==> src/rtl/mbc_pkg.sv <==
package mbc_pkg;

    localparam int ADDR_W = 20;
    localparam int DATA_W = 16;
    localparam int HI_W   = ADDR_W - DATA_W;
    localparam int SEG_W  = 2;

    typedef enum logic [2:0] {
        PH_IDLE = 3'd0,
        PH_T1   = 3'd1,
        PH_T2   = 3'd2,
        PH_T3   = 3'd3,
        PH_TW   = 3'd4,
        PH_T4   = 3'd5
    } phase_t;

    typedef enum logic [SEG_W-1:0] {
        SEG_ALT   = 2'b00,
        SEG_STACK = 2'b01,
        SEG_CODE  = 2'b10,
        SEG_DATA  = 2'b11
    } seg_t;

    typedef struct packed {
        logic [ADDR_W-1:0] addr;
        logic              write;
        logic              mem;
        logic              upper;
        logic [DATA_W-1:0] wdata;
        seg_t              seg;
        logic              ie;
    } req_t;

    typedef struct packed {
        logic              ale;
        logic              m_io;
        logic              dt_r;
        logic              bhe_n;
        logic              rd_n;
        logic              wr_n;
        logic              den;
        logic              ad_oe;
        logic [HI_W-1:0]   hi;
        logic [DATA_W-1:0] ad;
    } pins_t;

    // Status nibble placed on the high lines during the data phase.
    function automatic logic [HI_W-1:0] status_bits(seg_t seg, logic ie);
        logic [HI_W-1:0] s;
        s              = '0;
        s[SEG_W-1:0]   = seg;
        s[SEG_W]       = ie;
        return s;
    endfunction

    function automatic logic in_data_phase(phase_t p);
        return (p == PH_T2) || (p == PH_T3) || (p == PH_TW) || (p == PH_T4);
    endfunction

    function automatic pins_t idle_pins();
        pins_t o;
        o.ale   = 1'b0;
        o.m_io  = 1'b0;
        o.dt_r  = 1'b0;
        o.bhe_n = 1'b1;
        o.rd_n  = 1'b1;
        o.wr_n  = 1'b1;
        o.den   = 1'b0;
        o.ad_oe = 1'b0;
        o.hi    = '0;
        o.ad    = '0;
        return o;
    endfunction

    // Pin levels for a given phase of the cycle carrying request r.
    function automatic pins_t pins_for(phase_t p, req_t r);
        pins_t o;
        o = idle_pins();
        if (p != PH_IDLE) begin
            o.m_io  = r.mem;
            o.dt_r  = r.write;
            o.bhe_n = !r.upper;
        end
        if (p == PH_T1) begin
            o.ale   = 1'b1;
            o.ad_oe = 1'b1;
            o.ad    = r.addr[DATA_W-1:0];
            o.hi    = r.addr[ADDR_W-1:DATA_W];
        end
        if (in_data_phase(p)) begin
            o.hi    = status_bits(r.seg, r.ie);
            o.den   = 1'b1;
            o.rd_n  = r.write;
            o.wr_n  = !r.write;
            o.ad_oe = r.write;
            o.ad    = r.write ? r.wdata : '0;
        end
        return o;
    endfunction

endpackage

==> src/rtl/mbc_sequencer.sv <==
module mbc_sequencer
    import mbc_pkg::*;
(
    input  logic   clk,
    input  logic   rst,
    input  logic   req_valid,
    input  req_t   req_in,
    input  logic   ready,
    output phase_t phase,
    output phase_t phase_nxt,
    output req_t   cur,
    output req_t   cur_nxt,
    output logic   req_ready
);

    logic accept;

    assign req_ready = (phase == PH_IDLE);
    assign accept    = req_ready && req_valid;
    assign cur_nxt   = accept ? req_in : cur;

    always_comb begin
        phase_nxt = phase;
        unique case (phase)
            PH_IDLE: phase_nxt = req_valid ? PH_T1 : PH_IDLE;
            PH_T1:   phase_nxt = PH_T2;
            PH_T2:   phase_nxt = PH_T3;
            PH_T3,
            PH_TW:   phase_nxt = ready ? PH_T4 : PH_TW;
            PH_T4:   phase_nxt = PH_IDLE;
            default: phase_nxt = PH_IDLE;
        endcase
    end

    always_ff @(posedge clk) begin
        if (rst) begin
            phase <= PH_IDLE;
            cur   <= '0;
        end else begin
            phase <= phase_nxt;
            cur   <= cur_nxt;
        end
    end

    AST_WAIT_STRETCH: assert property (@(posedge clk) disable iff (rst)
        ((phase == PH_T3 || phase == PH_TW) && !ready) |=> (phase == PH_TW));
    AST_READY_ENDS: assert property (@(posedge clk) disable iff (rst)
        ((phase == PH_T3 || phase == PH_TW) && ready) |=> (phase == PH_T4));
    AST_REQ_HELD: assert property (@(posedge clk) disable iff (rst)
        (phase != PH_IDLE) |=> $stable(cur));
    AST_T1_FROM_IDLE: assert property (@(posedge clk) disable iff (rst)
        (phase == PH_T1) |-> ($past(phase) == PH_IDLE));

endmodule

==> src/rtl/mbc_pin_drive.sv <==
module mbc_pin_drive
    import mbc_pkg::*;
(
    input  logic   clk,
    input  logic   rst,
    input  phase_t phase_nxt,
    input  req_t   cur_nxt,
    output pins_t  pins
);

    always_ff @(posedge clk) begin
        if (rst) pins <= idle_pins();
        else     pins <= pins_for(phase_nxt, cur_nxt);
    end

    AST_STROBE_EXCL: assert property (@(posedge clk) disable iff (rst)
        !(!pins.rd_n && !pins.wr_n));
    AST_ALE_SINGLE: assert property (@(posedge clk) disable iff (rst)
        pins.ale |=> !pins.ale);
    AST_ALE_DRIVES: assert property (@(posedge clk) disable iff (rst)
        pins.ale |-> (pins.ad_oe && !pins.den));
    AST_DEN_STROBE: assert property (@(posedge clk) disable iff (rst)
        (!pins.rd_n || !pins.wr_n) |-> pins.den);

endmodule

==> src/rtl/mbc_read_capture.sv <==
module mbc_read_capture
    import mbc_pkg::*;
(
    input  logic              clk,
    input  logic              rst,
    input  phase_t            phase_nxt,
    input  logic              is_write,
    input  logic [DATA_W-1:0] ad_in,
    output logic [DATA_W-1:0] rd_data,
    output logic              done
);

    logic enter_t4;

    assign enter_t4 = (phase_nxt == PH_T4);

    always_ff @(posedge clk) begin
        if (rst) begin
            rd_data <= '0;
            done    <= 1'b0;
        end else begin
            done <= enter_t4;
            if (enter_t4 && !is_write) rd_data <= ad_in;
        end
    end

    AST_DONE_PULSE: assert property (@(posedge clk) disable iff (rst)
        done |=> !done);
    AST_DATA_HOLD: assert property (@(posedge clk) disable iff (rst)
        !$past(enter_t4) |-> $stable(rd_data));

endmodule

==> src/rtl/mux_bus_cycle_ctrl.sv <==
module mux_bus_cycle_ctrl
    import mbc_pkg::*;
(
    input  logic              clk,
    input  logic              rst,
    input  logic              req_valid,
    input  logic [ADDR_W-1:0] req_addr,
    input  logic              req_write,
    input  logic              req_mem,
    input  logic              req_upper,
    input  logic [DATA_W-1:0] req_wdata,
    input  logic [SEG_W-1:0]  req_seg,
    input  logic              req_ie,
    output logic              req_ready,
    input  logic              ready,
    input  logic [DATA_W-1:0] ad_in,
    output logic [DATA_W-1:0] ad_out,
    output logic              ad_oe,
    output logic [HI_W-1:0]   hi_out,
    output logic              ale,
    output logic              m_io,
    output logic              dt_r,
    output logic              bhe_n,
    output logic              rd_n,
    output logic              wr_n,
    output logic              den,
    output logic [DATA_W-1:0] rd_data,
    output logic              done
);

    req_t   req_in, cur, cur_nxt;
    phase_t phase, phase_nxt;
    pins_t  pins;

    always_comb begin
        req_in.addr  = req_addr;
        req_in.write = req_write;
        req_in.mem   = req_mem;
        req_in.upper = req_upper;
        req_in.wdata = req_wdata;
        req_in.seg   = seg_t'(req_seg);
        req_in.ie    = req_ie;
    end

    mbc_sequencer u_seq (
        .clk       (clk),
        .rst       (rst),
        .req_valid (req_valid),
        .req_in    (req_in),
        .ready     (ready),
        .phase     (phase),
        .phase_nxt (phase_nxt),
        .cur       (cur),
        .cur_nxt   (cur_nxt),
        .req_ready (req_ready)
    );

    mbc_pin_drive u_pins (
        .clk       (clk),
        .rst       (rst),
        .phase_nxt (phase_nxt),
        .cur_nxt   (cur_nxt),
        .pins      (pins)
    );

    mbc_read_capture u_cap (
        .clk       (clk),
        .rst       (rst),
        .phase_nxt (phase_nxt),
        .is_write  (cur.write),
        .ad_in     (ad_in),
        .rd_data   (rd_data),
        .done      (done)
    );

    assign ale    = pins.ale;
    assign m_io   = pins.m_io;
    assign dt_r   = pins.dt_r;
    assign bhe_n  = pins.bhe_n;
    assign rd_n   = pins.rd_n;
    assign wr_n   = pins.wr_n;
    assign den    = pins.den;
    assign ad_oe  = pins.ad_oe;
    assign hi_out = pins.hi;
    assign ad_out = pins.ad;

    AST_DONE_IN_T4: assert property (@(posedge clk) disable iff (rst)
        done |-> (phase == PH_T4));
    AST_IDLE_QUIET: assert property (@(posedge clk) disable iff (rst)
        (phase == PH_IDLE) |-> (rd_n && wr_n && !den && !ad_oe));

endmodule

==> config.mk <==
export PLATFORM = sky130hd
export DESIGN_NAME = mux_bus_cycle_ctrl
export DESIGN_NICKNAME = d
export VERILOG_FILES = /design/src/rtl/mbc_pkg.sv /design/src/rtl/mbc_sequencer.sv /design/src/rtl/mbc_pin_drive.sv /design/src/rtl/mbc_read_capture.sv /design/src/rtl/mux_bus_cycle_ctrl.sv
export SDC_FILE = /design/constraint.sdc
export NUM_CORES = 1
export LEC_CHECK = 0
export BUFFER_PORTS_ARGS = -buffer_cell sky130_fd_sc_hd__buf_2
export CAP_MARGIN = 40
export CORE_MARGIN = 2
export CORE_UTILIZATION = 39
export DETAILED_ROUTE_END_ITERATION = 10
export SLEW_MARGIN = 20
export SYNTH_ARGS = -nofsm -noshare
export SYNTH_HDL_FRONTEND = slang
export SYNTH_HIERARCHICAL = 1
export SYNTH_SLANG_ARGS = --single-unit
==> constraint.sdc <==
create_clock -name clk -period 2.4 [get_ports clk]
set_input_delay 0.24 -clock clk [delete_from_list [all_inputs] [get_ports clk]]
set_output_delay 0.24 -clock clk [all_outputs]
set_load 0.005 [all_outputs]
==> flow_results.org <==
** Run status
- The flow ran to the end, and the final reports show no timing, DRC or antenna violations.

** Worst hold path
- The worst hold path passes through 3 cells.
- Path category of the worst min-delay check :: input port to register

** Routing
- In this run the remaining antenna-violating nets after routing total 0.
- Wire length reported by the detailed router :: 7.39 mm
- Via/cell ratio :: 4.58
- After detailed routing, the average wire length per cell comes to 13.9 um.
- Drt pass-1 iters :: 4
- In this run, the number of DRC markers left after iteration 0 of detailed routing was 95.
- The routed layout has 2,435 vias.
- DRC viols :: 0

** Placed design
- In this run the tool buffered the top-level ports with 107 buffer cells.
- Final HPWL from detailed placement :: 4.93 mm
- Summing all placed instances gives a cell area of 4300 um^2.
- Once placement completed, the tool counted placed cells totaling 516.
- Worst-case setup slack after placement :: 0.390 ns
- Routability-driven placement finished with a final weighted congestion of 0.722.

** STA
- Across all setup checks in the final design, the least slack found is 0.388 ns.
- The final number of max-transition violations is 0.
- Slew at the pin closest to its max-slew limit :: 0.598 ns
- Setup violations remaining at the end of the flow were counted as 0.
- Hold violation count in the final report :: 0
- Setup repair after global routing left no endpoint under its margin.
- Measured against its own limit, the worst slew margin works out to 0.600.
- Derived from the worst setup path, the maximum achievable clock frequency is 0.497 GHz.
- For the final routed database, the setup TNS stands at 0 ns.
- The clock arrives with 0.00981 ns of skew.
- Subtracting the final worst setup slack from the clock period gives 2.01 ns.
- Dividing the final minimum period by the clock period gives 0.839.

** Logic synthesis
- For this run, the number of Yosys warnings is 6.
- Averaged over all synthesized cells, the footprint is 12.7 um^2.
- The synthesized design contains 0 enable-type register cells.
- Synthesized Nets :: 355
- Area of the mapped netlist :: 3720 um^2
- In the post-synthesis netlist, the biggest area contributors are sky130_fd_sc_hd__dfxtp_1 (48%), sky130_fd_sc_hd__mux2_4 (16%), sky130_fd_sc_hd__and2b_1 (8.1%).
- The netlist uses 33 different library cells.
- Share of synthesized registers carrying an async set or reset :: 0
- Library cell occupying the most area in the post-synthesis netlist :: sky130_fd_sc_hd__dfxtp_1
- Part of the Yosys area used for sequential elements :: 0.484
- Among all flip-flop cells after synthesis, the most frequent one is sky130_fd_sc_hd__dfxtp_1.
- The share of synthesized area in the top cell type comes to 0.484.
- The cell count after synthesis came out at 293.
- #FFs+latches synth :: 90

** Clocking
- For the worst-skew pair, the clock arrives at the later sink with an insertion delay of 0.36 ns.
- Post-CTS Repair Setup Buffers :: 0
- TritonCTS built the clock tree.
- CTS Buffer Depth :: 2
- Root Buffer Master :: sky130_fd_sc_hd__clkbuf_8
- Cts-stage hold buffer count :: 0
- Post-cts sizing count :: 0
- Number of CTS-inserted buffers :: 9
- The clock tree synthesis step divided the H-tree into 3 levels.
- Clock Sinks :: 90
- Clock-pin transition on the worst setup and hold timing paths :: 0.09 ns

** Setup path
- Endpoint arrival time on the critical path :: 2.31 ns
- Walking the worst path, the cells encountered are or4bb_1 > o211ai_1 > nor4b_4 > buf_4 > a32o_1.
- Crit end category :: register
- The worst setup path is launched from a register.
- Counting cells, the worst reg-to-reg path comes to 5.
- The slowest stage of the critical path is the sky130_fd_sc_hd__or4bb_1 cell.
- On the worst path, the slowest cell contributes a delay of 0.51 ns.
- Data on the critical path is required at its endpoint by 2.69 ns.
- The worst setup path is of the register to register kind.
- Max FO, Critical Path :: 22

** Floorplanning
- The initialized floorplan defines 35 standard-cell rows.
- In this run the count of I/O pins placed on the die edge is 108.
- The die covers 10,300 um^2.
- Area of the core :: 9240 um^2
- The die is 102 um wide.
- Starting density of the core :: 0.403
- From bottom edge to top edge, the die measures 102 um.

** Power
- Static leakage power :: 2.14 nW
- For this design the ratio of total power to cell area is 812 nW/um^2.
- Total power of the final layout :: 0.00367 W
- IR analysis of the VDD net gives a maximum drop of 0.475 mV.

** Finish
- Final Cell Area :: 4520 um^2
- Relative to the synthesized area, the layout overhead comes to 21.4%.
- In the final design database the tool counted 460 nets.
- The library cell used most frequently in the layout, excluding fill and tap cells, is sky130_fd_sc_hd__buf_2.
- The repair_antennas step left the layout with diodes totalling 0.
- Cell Count, Final, Fillers Out :: 532
- In the final layout, the share of cells above drive strength 1 is 0.449.
- After filler insertion, the fill cell instance count of the layout stands at 844.
- Highest-count cells in the layout ignoring fill and taps :: sky130_fd_sc_hd__buf_2 (107), sky130_fd_sc_hd__dfxtp_1 (90), sky130_fd_sc_hd__mux2_4 (40), sky130_fd_sc_hd__and2b_1 (40), sky130_fd_sc_hd__nand2b_1 (33)

** Job
- Across the run, the number of max-cap violations was 0.

** GRT
- Antenna violations before repair :: 0
- After global routing the overflow that remains totals 0.
- Global routing usage summed across all routing layers :: 0.148
- The first global-routing pass estimated 11.8 mm of wire.
- The number of global-route vias before repair came to 2,415.
- Entering global routing, the biggest net connects 35 pins.
==> sequential cells by signal, summed over array words and instances, names as in the netlist <==
signal,cells
u_cap/done,1
u_cap/rd_data,16
u_pins/pins,28
u_seq/cur,42
u_seq/phase,3
==> final cells by class <==
cell class              instances  area, um^2  area share
clock inverters                 5        62.6      0.0138
repair buffers                116         603       0.133
well taps                     129         161      0.0357
inverters                       1        3.75    0.000831
multi-input cells             180        1730       0.384
flip-flops and latches         90        1800       0.399
clock buffers                  11         151      0.0335
==> cells in the mapped netlist, drive strengths merged, types with 2 or more instances <==
library cell and n:
nor3 3, nand3b 2, nor2b 5, and4bb 2
nor2 2, nor4b 2, nand2b 33, mux2i 16
nor3b 2, mux2 42, and2b 40, buf 14
dfxtp 90, xnor2 2, clkbuf 8, nand2 2
a32o 19
==> report_power, final <==
part | switching [W] | internal (W) | leakage (nW)
registers | 0.0000571 | 0.00165 | 0.735
logic | 0.000411 | 0.000480 | 1.30
clock network | 0.000530 | 0.000541 | 0.102
total | 0.000998 | 0.00267 | 2.14
==> final timing paths <==
check / startpoint / to / slack, ns
min reg2reg: u_cap/rd_data[3]$_SDFFE_PP0P_ / u_cap/rd_data[3]$_SDFFE_PP0P_ / 0.47
max reg2reg: u_seq/phase[2]$_SDFF_PP0_ / u_pins/pins[10]$_SDFF_PP0_ / 0.39
min: ad_in[6] / u_cap/rd_data[6]$_SDFFE_PP0P_ / 0.14
max: u_seq/phase[2]$_SDFF_PP0_ / u_pins/pins[10]$_SDFF_PP0_ / 0.39
==> per-stage QoR <==
stage | util | hold WS (ns)
final | 0.489 | 0.137
after floorplan | - | 0.312
after detailed placement | 0.466 | 0.464
after global placement | 0.466 | 0.454
after global routing | 0.489 | 0.112
after CTS | 0.489 | 0.120
==> logic make-up (layout without fill, tap and decap cells) <==
group	after synthesis	in the layout	synth area share
simple gates	96	96	0.187
flops	90	90	0.484
mux	58	58	0.210
compound gates	23	23	0.0599
buf+inv	23	133	0.0498
xor+xnor	3	3	0.00908
==> per-layer routing <==
metal	global-route usage	part of all wire
met1	0.196	0.47
met2	0.220	0.43
met3	0.0649	0.081
met4	0.0437	0.012
met5	0	0
==> critical path: cells and delay by family (launching register included) <==
kind                   cells  cell delay, ns
AND/OR/NAND/NOR            2            0.76
AO/OA/AOI/OAI              2            0.36
buffers and inverters      1            0.32
flip-flops                 1            0.50
Note: power is estimated with default switching activity, not from simulation.
